### config.mk
export PLATFORM = sky130hd
export DESIGN_NAME = bitrev_pwm
export DESIGN_NICKNAME = d
export VERILOG_FILES = /design/src/rtl/pwmr_pkg.sv /design/src/rtl/pwmr_counter.sv /design/src/rtl/pwmr_mirror.sv /design/src/rtl/pwmr_compare.sv /design/src/rtl/bitrev_pwm.sv
export SDC_FILE = /design/constraint.sdc
export NUM_CORES = 1
export LEC_CHECK = 0
export BUFFER_PORTS_ARGS = -buffer_cell sky130_fd_sc_hd__buf_2
export CORE_MARGIN = 4
export CORE_UTILIZATION = 45
export CTS_CLUSTER_SIZE = 28
export DETAILED_ROUTE_END_ITERATION = 8
export PLACE_DENSITY = 0.75
export SYNTH_ARGS = -nofsm -noshare
export SYNTH_HDL_FRONTEND = slang
export SYNTH_SLANG_ARGS = --single-unit
### constraint.sdc
create_clock -name clk -period 2.2 [get_ports clk]
set_input_delay 0.22 -clock clk [delete_from_list [all_inputs] [get_ports clk]]
set_output_delay 0.22 -clock clk [all_outputs]
set_load 0.01 [all_outputs]
### src/rtl/pwmr_pkg.sv
package pwmr_pkg;

    typedef enum logic {
        ST_IDLE = 1'b0,
        ST_RUN  = 1'b1
    } pwmr_state_t;

endpackage

### src/rtl/pwmr_counter.sv
module pwmr_counter #(
    parameter int W = 8
) (
    input  logic         clk,
    input  logic         rst_n,
    input  logic         run,
    output logic [W-1:0] count,
    output logic         last
);
    localparam logic [W-1:0] TOP = '1;

    always_ff @(posedge clk or negedge rst_n) begin
        if (!rst_n) begin
            count <= '0;
        end else if (!run) begin
            count <= '0;
        end else begin
            count <= count + 1'b1;
        end
    end

    assign last = run && (count == TOP);
endmodule

### src/rtl/pwmr_mirror.sv
module pwmr_mirror #(
    parameter int W = 8
) (
    input  logic [W-1:0] din,
    output logic [W-1:0] dout
);
    for (genvar i = 0; i < W; i++) begin : g_swap
        assign dout[i] = din[W-1-i];
    end
endmodule

### src/rtl/pwmr_compare.sv
module pwmr_compare #(
    parameter int W = 8
) (
    input  logic [W-1:0] straight,
    input  logic [W-1:0] mirrored,
    input  logic         use_mirror,
    input  logic [W:0]   thresh,
    output logic         below
);
    logic [W-1:0] pick;

    always_comb begin
        pick  = use_mirror ? mirrored : straight;
        below = ({1'b0, pick} < thresh);
    end
endmodule

### src/rtl/bitrev_pwm.sv
module bitrev_pwm
    import pwmr_pkg::*;
#(
    parameter int CNT_W = 8
) (
    input  logic             clk,
    input  logic             rst_n,
    input  logic             spread_mode,
    input  logic [CNT_W:0]   level,
    output logic             pwm_out,
    output logic             frame_start
);
    pwmr_state_t      state_q;
    pwmr_state_t      state_d;
    logic [CNT_W-1:0] pos;
    logic [CNT_W-1:0] pos_mir;
    logic             pos_last;
    logic             run;
    logic             capture;
    logic             hit;
    logic [CNT_W:0]   lvl_q;
    logic             mode_q;

    pwmr_counter #(.W(CNT_W)) u_count (
        .clk   (clk),
        .rst_n (rst_n),
        .run   (run),
        .count (pos),
        .last  (pos_last)
    );

    pwmr_mirror #(.W(CNT_W)) u_mirror (
        .din  (pos),
        .dout (pos_mir)
    );

    pwmr_compare #(.W(CNT_W)) u_cmp (
        .straight   (pos),
        .mirrored   (pos_mir),
        .use_mirror (mode_q),
        .thresh     (lvl_q),
        .below      (hit)
    );

    // state register
    always_ff @(posedge clk or negedge rst_n) begin
        if (!rst_n) begin
            state_q <= ST_IDLE;
        end else begin
            state_q <= state_d;
        end
    end

    // next state: T_START from idle, T_STEP / T_WRAP stay in run
    always_comb begin
        state_d = state_q;
        unique case (state_q)
            ST_IDLE: state_d = ST_RUN;
            ST_RUN:  state_d = ST_RUN;
            default: state_d = ST_IDLE;
        endcase
    end

    // outputs of the machine
    always_comb begin
        run         = 1'b0;
        capture     = 1'b0;
        frame_start = 1'b0;
        pwm_out     = 1'b0;
        unique case (state_q)
            ST_IDLE: begin
                capture = 1'b1;
            end
            ST_RUN: begin
                run         = 1'b1;
                capture     = pos_last;
                frame_start = (pos == '0);
                pwm_out     = hit;
            end
            default: begin
                capture = 1'b0;
            end
        endcase
    end

    // frame-boundary capture of the control inputs
    always_ff @(posedge clk or negedge rst_n) begin
        if (!rst_n) begin
            lvl_q  <= '0;
            mode_q <= 1'b0;
        end else if (capture) begin
            lvl_q  <= level;
            mode_q <= spread_mode;
        end
    end
endmodule

# ---- Yosys cells after proc, flatten, opt, wreduce, memory -nomap -nowiden
# Cells that the tools add are included.
dict set report totals {
  reg_bits 19
  input_bits 12
  output_inout_bits 2
  elab_cells 16
}
dict set report op_classes {
  add_sub_neg 1
  order_cmp 1
  eq_ne 1
  muxes 6
  n_bitwise 1
  reduce_logical 2
}
# cell count
set ops {}
lappend ops {{8-bit 2-to-1 mux} 2}
lappend ops {{8-bit by 9-bit less-than comparator with 1-bit output} 1}
lappend ops {{8-bit by 1-bit adder with 8-bit output, second input constant} 1}
lappend ops {{8-bit == test, second input constant} 1}
lappend ops {{8-bit zero test} 1}
lappend ops {{1-bit 2-to-1 mux} 3}
lappend ops {{1-bit case mux with 2 select lines} 1}
lappend ops {{1-bit logical AND} 1}
lappend ops {{1-bit NOT} 1}

# ---- Logic depth before layout (Yosys ltp)
# Gate-level depths: netlist of run 1.
dict set report depth {
  word_depth 3
  mapped_depth 7
  ltp_nobuf 6
}

# ---- Cells and area by module
# A second synthesis of run 1 with hierarchy kept.
dict set report unflattened {
  cells_unflattened 106
  hier_area_um2 1192.4
}
# mod instances cells_each area_per_inst_um2 seq_area_each_um2
set by_module_without_submodules {}
lappend by_module_without_submodules {bitrev_pwm 1 29 475.5 275.3}
lappend by_module_without_submodules {pwmr_counter 1 34 369.1 200.2}
lappend by_module_without_submodules {pwmr_compare 1 35 287.8 0.0}
lappend by_module_without_submodules {pwmr_mirror 1 8 60.1 0.0}

# ---- Worst setup path before layout of run 1
# OpenSTA, ideal clock, no wires.
dict set report synth_timing {
  path_kind {flip-flop to output port}
  from {reg mode_q}
  to {out pwm_out}
  t_arrival_ns 1.672
  required_time_ns 1.980
  slack_ns 0.308
  stages_incl_launch_ff 7
  path_cell_list {dfrtp_1 -> buf_2 -> mux2_2 -> ha_1 -> a21oi_1 -> o221ai_1 -> nor3_1}
}
dict set report synth_via {
  elab_chain_cells 3
}
# element line_no
set synth_rtl {}
lappend synth_rtl {{from (decl)} bitrev_pwm.sv:22} ;# logic mode_q;
lappend synth_rtl {{from (signal assigned)} bitrev_pwm.sv:93} ;# mode_q <= spread_mode;
lappend synth_rtl {{8-bit 2-to-1 mux} pwmr_compare.sv:13} ;# pick = use_mirror ? mirrored : straight;
lappend synth_rtl {{8-bit by 9-bit less-than comparator with 1-bit output} pwmr_compare.sv:14} ;# below = ({1'b0, pick} < thresh);
lappend synth_rtl {{1-bit 2-to-1 mux} bitrev_pwm.sv:70} ;# unique case (state_q)
lappend synth_rtl {{to (decl)} bitrev_pwm.sv:10} ;# output logic pwm_out,
# Every way passes these cells.

# ---- Worst setup path after layout of run 1
# Ends and elaborated chain as after synthesis.

==> qor.yml, run 1 <==
run_status:
  outcome: "finished with violations"
  failed_checks: "negative setup slack"
cts:
  htreeDepth: 1
  tritoncts: "built"
  numCtsBuffers: 3
  clkTransAtPathRegs_ns: 0.11
  insertion_delay_ns: 0.31
  clock_path_buffers: 2
  clockRootBuffer: "clkbuf_4"
  clock-sinks: 19
yosys:
  yosysSeqAreaShare_pct: 43.1
  synth_largest_area_cell: "dfrtp_1"
  synth_top_family_by_area: "multiplexers"
  synth.distinct_cells: 28
  synth.area.mux_share_pct: 17.3
  avgSynthCellArea_um2: 10.9
  synth_seq_cells: 19
  synth.net_count: 122
  synthAdderAreaFrac_pct: 10.2
  netlist_instances: 101
  ys_warn_count: 0
  synthXorXnorAreaFrac_pct: 2.38
  synth.top_cell.area_share_pct: 43.1
  synth-simple-area-share_pct: 12.6
  syn_area_um2: 1100
  synthTopCellsByArea: "dfrtp_1, mux2_2, ha_1, inv_1, a21oi_1"
  synth_compound_area_share_pct: 8.40
floorplanning:
  initial_utilization_pct: 48.4
  rows: 17
  pin_count: 14
  die_x_um: 57.5
  die-area_um2: 3310
  die_h_um: 57.5
  core-area_um2: 2280
grt:
  grt-ovfl-total: 0
  met1_usage_pct: 16.0
  grt_pass1_wl_mm: 3.53
  grt_pass1_vias: 813
  track_usage_pct: 14.1
  grtUsageMet2_pct: 23.2
  grt_antenna_before_repair: 0
  globalRouteMet3Util_pct: 5.43
  top_usage_layer: "met2"
  grt_max_degree: 20
worst_setup_path:
  worstPathRequired_ns: 1.98
  cp_top_family: "flip-flops"
  worst-path-buf-inv: 2
  cp_slowest_stage_delay_ns: 0.42
  cp.arrival_ns: 2.01
  path_class: "flop to output port"
  regToRegSetupSlack_ns: 0.48
  crit_path_end_kind: "output port"
  cp_slowest_cell: "dfrtp_2"
  crit_fanout: 3
  path_cells: "buf_4 -> mux2_2 -> ha_1 -> nand4b_1 -> a311oi_1 -> nor3_1 -> buf_2"
  start_kind: "flop"
timing:
  finalMaxSlewViolations: 0
  period_share_pct: 101
  fin_crit_ns: 2.23
  hold_ws_ns: 0.134
  rsz0062_at_grt: "true"
  setup_viol: 1
  skew_ns: 0.000527
  timing.fmax_mhz: 449
  hold_viol: 0
  setup_ws_ns: -0.0288
placed_design:
  pre_cts_ws_ns: 0.192
  place_congestion: 0.817
  dpl.hpwl_mm: 1.49
  io_buffer_count: 13
drt:
  drtAntennaViolNets: 0
  wirelength_mm: 2.06
  drt-initial-drc-count: 8
  drc: 0
  viasPerCell: 5.49
  vias: 812
  first_pass_iters: 2
  routedWlPerCell_um: 13.9
pwr:
  finalPower_uw: 699
  cellPowerDensity_nw_per_um2: 545
  ir_drop_uv: 398
  leakagePower_nw: 0.607
final_layout:
  n_fill_cell: 196
  ff_latch_area_um2: 477
  syn_to_final_growth_pct: 16.3
  nets: 142
  drive_gt1_share_pct: 36.7
  diodes: 0
  multiInputGateArea_um2: 593
worst_hold_path:
  worstHoldPathType: "input port to flop"
flow_run:
  cap_violations: 0
[metal layers]
metal  up-vias  share of wire [%]
li1        396                  -
met1       395                 45
met2        17                 49
met3         4                5.2
met4         0                1.5
met5         -                  0
[synthesized netlist by cell type]
cell type	n
nand4b_1	1
a311oi_1	1
conb_1	1
dfrtp_1	19
mux2i_1	1
o2111ai_1	1
xnor2_1	1
xor2_1	2
o21ai_4	1
a21oi_1	6
or4_1	1
o221ai_1	1
buf_2	2
nand3_1	5
nand2b_1	2
nand2_1	3
or3_1	2
buf_4	1
ha_1	9
nor3_1	1
nor2_1	4
o21ai_0	4
nor4_1	1
mux2_2	16
inv_1	12
or3_2	1
and2_1	1
nand4_4	1
[placed cells by master, fill, tap and decap left out, drive strengths merged]
master,netlist,layout
dfrtp,19,19
dlygate4sd3,0,1
nor3,1,1
and2,1,1
nand2b,2,2
nor4,1,1
o2111ai,1,1
nand4b,1,1
or3,3,3
clkinv,0,1
o21ai,5,5
conb,1,1
nand2,3,3
clkbuf,0,3
inv,12,12
mux2i,1,1
nand3,5,5
ha,9,9
a21oi,6,6
or4,1,1
nand4,1,1
nor2,4,4
xor2,2,2
xnor2,1,1
a311oi,1,1
mux2,16,16
o221ai,1,1
buf,3,17
[final cells by class]
type	instances	area share, %
timing repair buffer	18	8.20
sequential	19	37.2
inverter	12	3.51
tap	28	2.73
multi-input combinational	67	46.2
clock buffer	3	1.76
clock inverter	1	0.390
[worst paths after layout]
check                                   end  cells past startpoint        startpoint
hold / removal                     lvl_q[1]                      2          level[1]
max in group asynchronous            mode_q                      2             rst_n
min in group asynchronous  u_count.count[7]                      2             rst_n
setup reg to reg                     mode_q                      4  u_count.count[0]
hold reg to reg                    lvl_q[5]                      1          lvl_q[5]
setup / recovery                    pwm_out                      7            mode_q
[repair_timing]
item,4_1_cts,5_1_grt
resized for setup,3,3
pin swaps,1,1
endpoints found under the hold margin,19,0
endpoints found under the setup margin,1,1
hold buffers,1,0
buffers inserted,3,0
[per-stage QoR]
step | util (%) | TNS [ns] | std cells | instance area, um^2
after floorplan | - | 0 | 101 | 1100
after global placement | 52.4 | 0 | 140 | 1190
after detailed placement | 52.4 | 0 | 140 | 1190
after CTS | 55.5 | -0.0392 | 148 | 1260
after global routing | 56.3 | -0.104 | 148 | 1280
final | 56.3 | -0.0288 | 148 | 1280
[worst reg2reg max path: stages (launching register included)]
cell and delay, ns:
dfrtp_1 0.45, ha_1 0.28, nand3_1 0.14, o21ai_4 0.35, mux2_2 0.39
[sequential cells by signal, summed over array words and instances, names as in the netlist]
| register | flops |
|---|---|
| u_count.count | 8 |
| mode_q | 1 |
| lvl_q | 9 |
| state_q | 1 |
[power breakdown]
group / switching, mW / leakage, nW / internal [mW]
combinational: 0.0595 / 0.352 / 0.0674
sequential: 0.0184 / 0.237 / 0.373
clock: 0.113 / 0.0177 / 0.0680
[cell families after synthesis]
| family | Yosys count |
|---|---|
| other | 1 |
| AO/OA/AOI/OAI | 14 |
| adder cells (fa/ha/maj) | 9 |
| multiplexers | 17 |
| XOR/XNOR | 3 |
| flip-flops | 19 |
| AND/OR/NAND/NOR | 23 |
| buffers and inverters | 15 |
Note: power is estimated with default switching activity, not from simulation.
==> run 2: changes to the inputs <==
Settings changed: CORE_UTILIZATION 45 to 28, PLACE_DENSITY 0.75 to 0.55.
==> qor.yml, run 2 (same netlist as run 1, synthesis figures left out) <==
worst_hold_path:
  worstHoldPathType: "input port to flop"
  holdPathStages: 2  # unchanged
  hp-start: "level[0]"
cts:
  tritoncts: "built"
  numCtsBuffers: 3  # unchanged
  clock_path_buffers: 2  # unchanged
  insertion_delay_ns: 0.26  # -0.05 ns
  clkTransAtPathRegs_ns: 0.07  # -0.04 ns
  clock-sinks: 19  # unchanged
  htreeDepth: 1  # unchanged
  clockRootBuffer: "clkbuf_8"
drt:
  drt-initial-drc-count: 36  # +28
  drtAntennaViolNets: 0  # unchanged
  drc: 0  # unchanged
  routedWlPerCell_um: 13.0  # -6.6%
  wirelength_mm: 2.19  # +6.0%
  vias: 807  # -0.62%
  first_pass_iters: 4  # +2
  viasPerCell: 4.80  # -12%
timing:
  setup_viol: 1  # unchanged
  skew_ns: 0.00421  # +0.00368 ns
  setup_ws_ns: -0.0167  # +0.0122 ns
  hold_viol: 0  # unchanged
  timing.fmax_mhz: 451  # +0.55%
  rsz0062_at_grt: "true"
  period_share_pct: 101  # -0.55 points
  finalMaxSlewViolations: 0  # unchanged
  fin_crit_ns: 2.22  # -0.0122 ns
floorplanning:
  core-area_um2: 3740  # +64%
  rows: 22  # +5
  pin_count: 14  # unchanged
  die_x_um: 70.7  # +23%
  die_h_um: 70.7  # +23%
  die-area_um2: 5000  # +51%
  initial_utilization_pct: 29.4  # -19 points
placed_design:
  place_congestion: 0.800  # -2.0%
  dpl.hpwl_mm: 1.55  # +3.6%
  io_buffer_count: 13  # unchanged
  placed_cell_area_um2: 1220  # +2.1%
pwr:
  p_sw_uw: 207  # +8.5%
  intPower_uw: 585  # +15%
  power_frac_seq_pct: 49.6  # -6.4 points
  leakagePower_nw: 0.623  # +2.6%
  pwr-share-clk_pct: 31.1  # +5.2 points
  pwr-share-comb_pct: 19.4  # +1.3 points
  p_sw_share_pct: 26.1  # -1.2 points
  ir_drop_uv: 334  # -16%
  cellPowerDensity_nw_per_um2: 559  # +2.5%
final_layout:
  finalInstanceArea_um2: 1420  # +11%
  nets: 142  # unchanged
  largest_reg_flops: 9  # unchanged
  drive_gt1_share_pct: 40.8  # +4.2 points
  top_regs: "lvl_q x9, u_count.count x8"
  utilization_pct: 37.9  # -18 points
  syn_to_final_growth_pct: 28.6
  top_register: "lvl_q"
  most-common-layout-cells: "dfrtp_1, mux2_2, buf_2"
  diodes: 0  # unchanged
  final_common_cell: "dfrtp_1"
grt:
  grt_max_degree: 20  # unchanged
  grt_antenna_before_repair: 0  # unchanged
  grt_pass1_wl_mm: 3.75  # +6.1%
  track_usage_pct: 9.24  # -4.9 points
  grt_pass1_vias: 856  # +5.3%
  grt-ovfl-total: 0  # unchanged
worst_setup_path:
  r2r_cells: 4  # unchanged
  cp_top_family: "flip-flops"
  worst-path-buf-inv: 2  # unchanged
  r2r_end: "lvl_q[8]"
  worstPathRequired_ns: 1.98  # about the same
  endpoint: "pwm_out"
  cp_slowest_stage_delay_ns: 0.43  # about the same
  startpoint: "mode_q"
  crit_path_end_kind: "output port"
  start_kind: "flop"
  regToRegSetupSlack_ns: 0.51  # +0.03 ns
  cp.depth: 7  # unchanged
  cp.arrival_ns: 2.00  # about the same
  cp_slowest_cell: "dfrtp_2"
  crit_fanout: 5  # +2
  path_cells: "buf_12 -> mux2_4 -> ha_4 -> o2111ai_4 -> a311oi_2 -> nor3_1 -> buf_2"
  r2r_start: "u_count.count[0]"
  path_class: "flop to output port"
flow_run:
  cap_violations: 0  # unchanged
run_status:
  outcome: "finished with violations"
  failed_checks: "negative setup slack"
[run 2: cell types whose count changed in the layout (fill, tap and decap cells not counted), sizes merged]
cell | previous run | this run
clkinv | 1 | 0
clkbuf | 3 | 4
[run 2: stage by stage]
step                      std cells  worst slack (ns)  TNS (ns)  hold WS [ns]  total power, mW
after floorplan                 101             0.308         0       -0.0756            0.470
after global routing            168            -0.103    -0.103         0.182            0.843
final                           168           -0.0167   -0.0167         0.191            0.793
after CTS                       168           -0.0229   -0.0229         0.184            0.782
after global placement          160             0.205         0         0.180            0.503
after detailed placement        160             0.148         0         0.190            0.508
[run 2: worst min path at each step]
stage / to
5_1_grt: lvl_q[3]
3_3_place_gp: lvl_q[1]
2_1_floorplan: lvl_q[0]
4_1_cts: lvl_q[0]
6_report: lvl_q[0]
3_5_place_dp: lvl_q[1]
[run 2: layout make-up]
cell class	count	area, um^2
clock buffer	4	45.0
fill	393	2330
inverter	12	45.0
multi-input combinational	67	669
sequential	19	477
tap	48	60.1
timing repair buffer	18	121
[run 2: per-layer routing]
layer  wire, um  vias up  track usage [%]
met1       1020      403             11.0
met2       1060       14             15.9
li1           -      388                -
met3         92        2             3.27
met5          0        -                0
met4         13        0             2.30
[run 2: power by group through the flow]
stage | Clock, mW | Combinational [mW] | Sequential (mW)
after detailed placement | 0 | 0.106 | 0.403
after global placement | 0 | 0.101 | 0.402
after global routing | 0.274 | 0.171 | 0.397
after floorplan | 0 | 0.0800 | 0.390
final | 0.246 | 0.154 | 0.393
after CTS | 0.258 | 0.132 | 0.392
[run 2: what timing repair did]
| action | CTS | global route |
|---|---|---|
| buffers inserted | 3 | 0 |
| hold endpoints to repair | 19 | 0 |
| pin swaps | 3 | 6 |
| gates resized for setup | 6 | 12 |
| endpoints found under the setup margin | 1 | 1 |
| hold buffers | 1 | 0 |
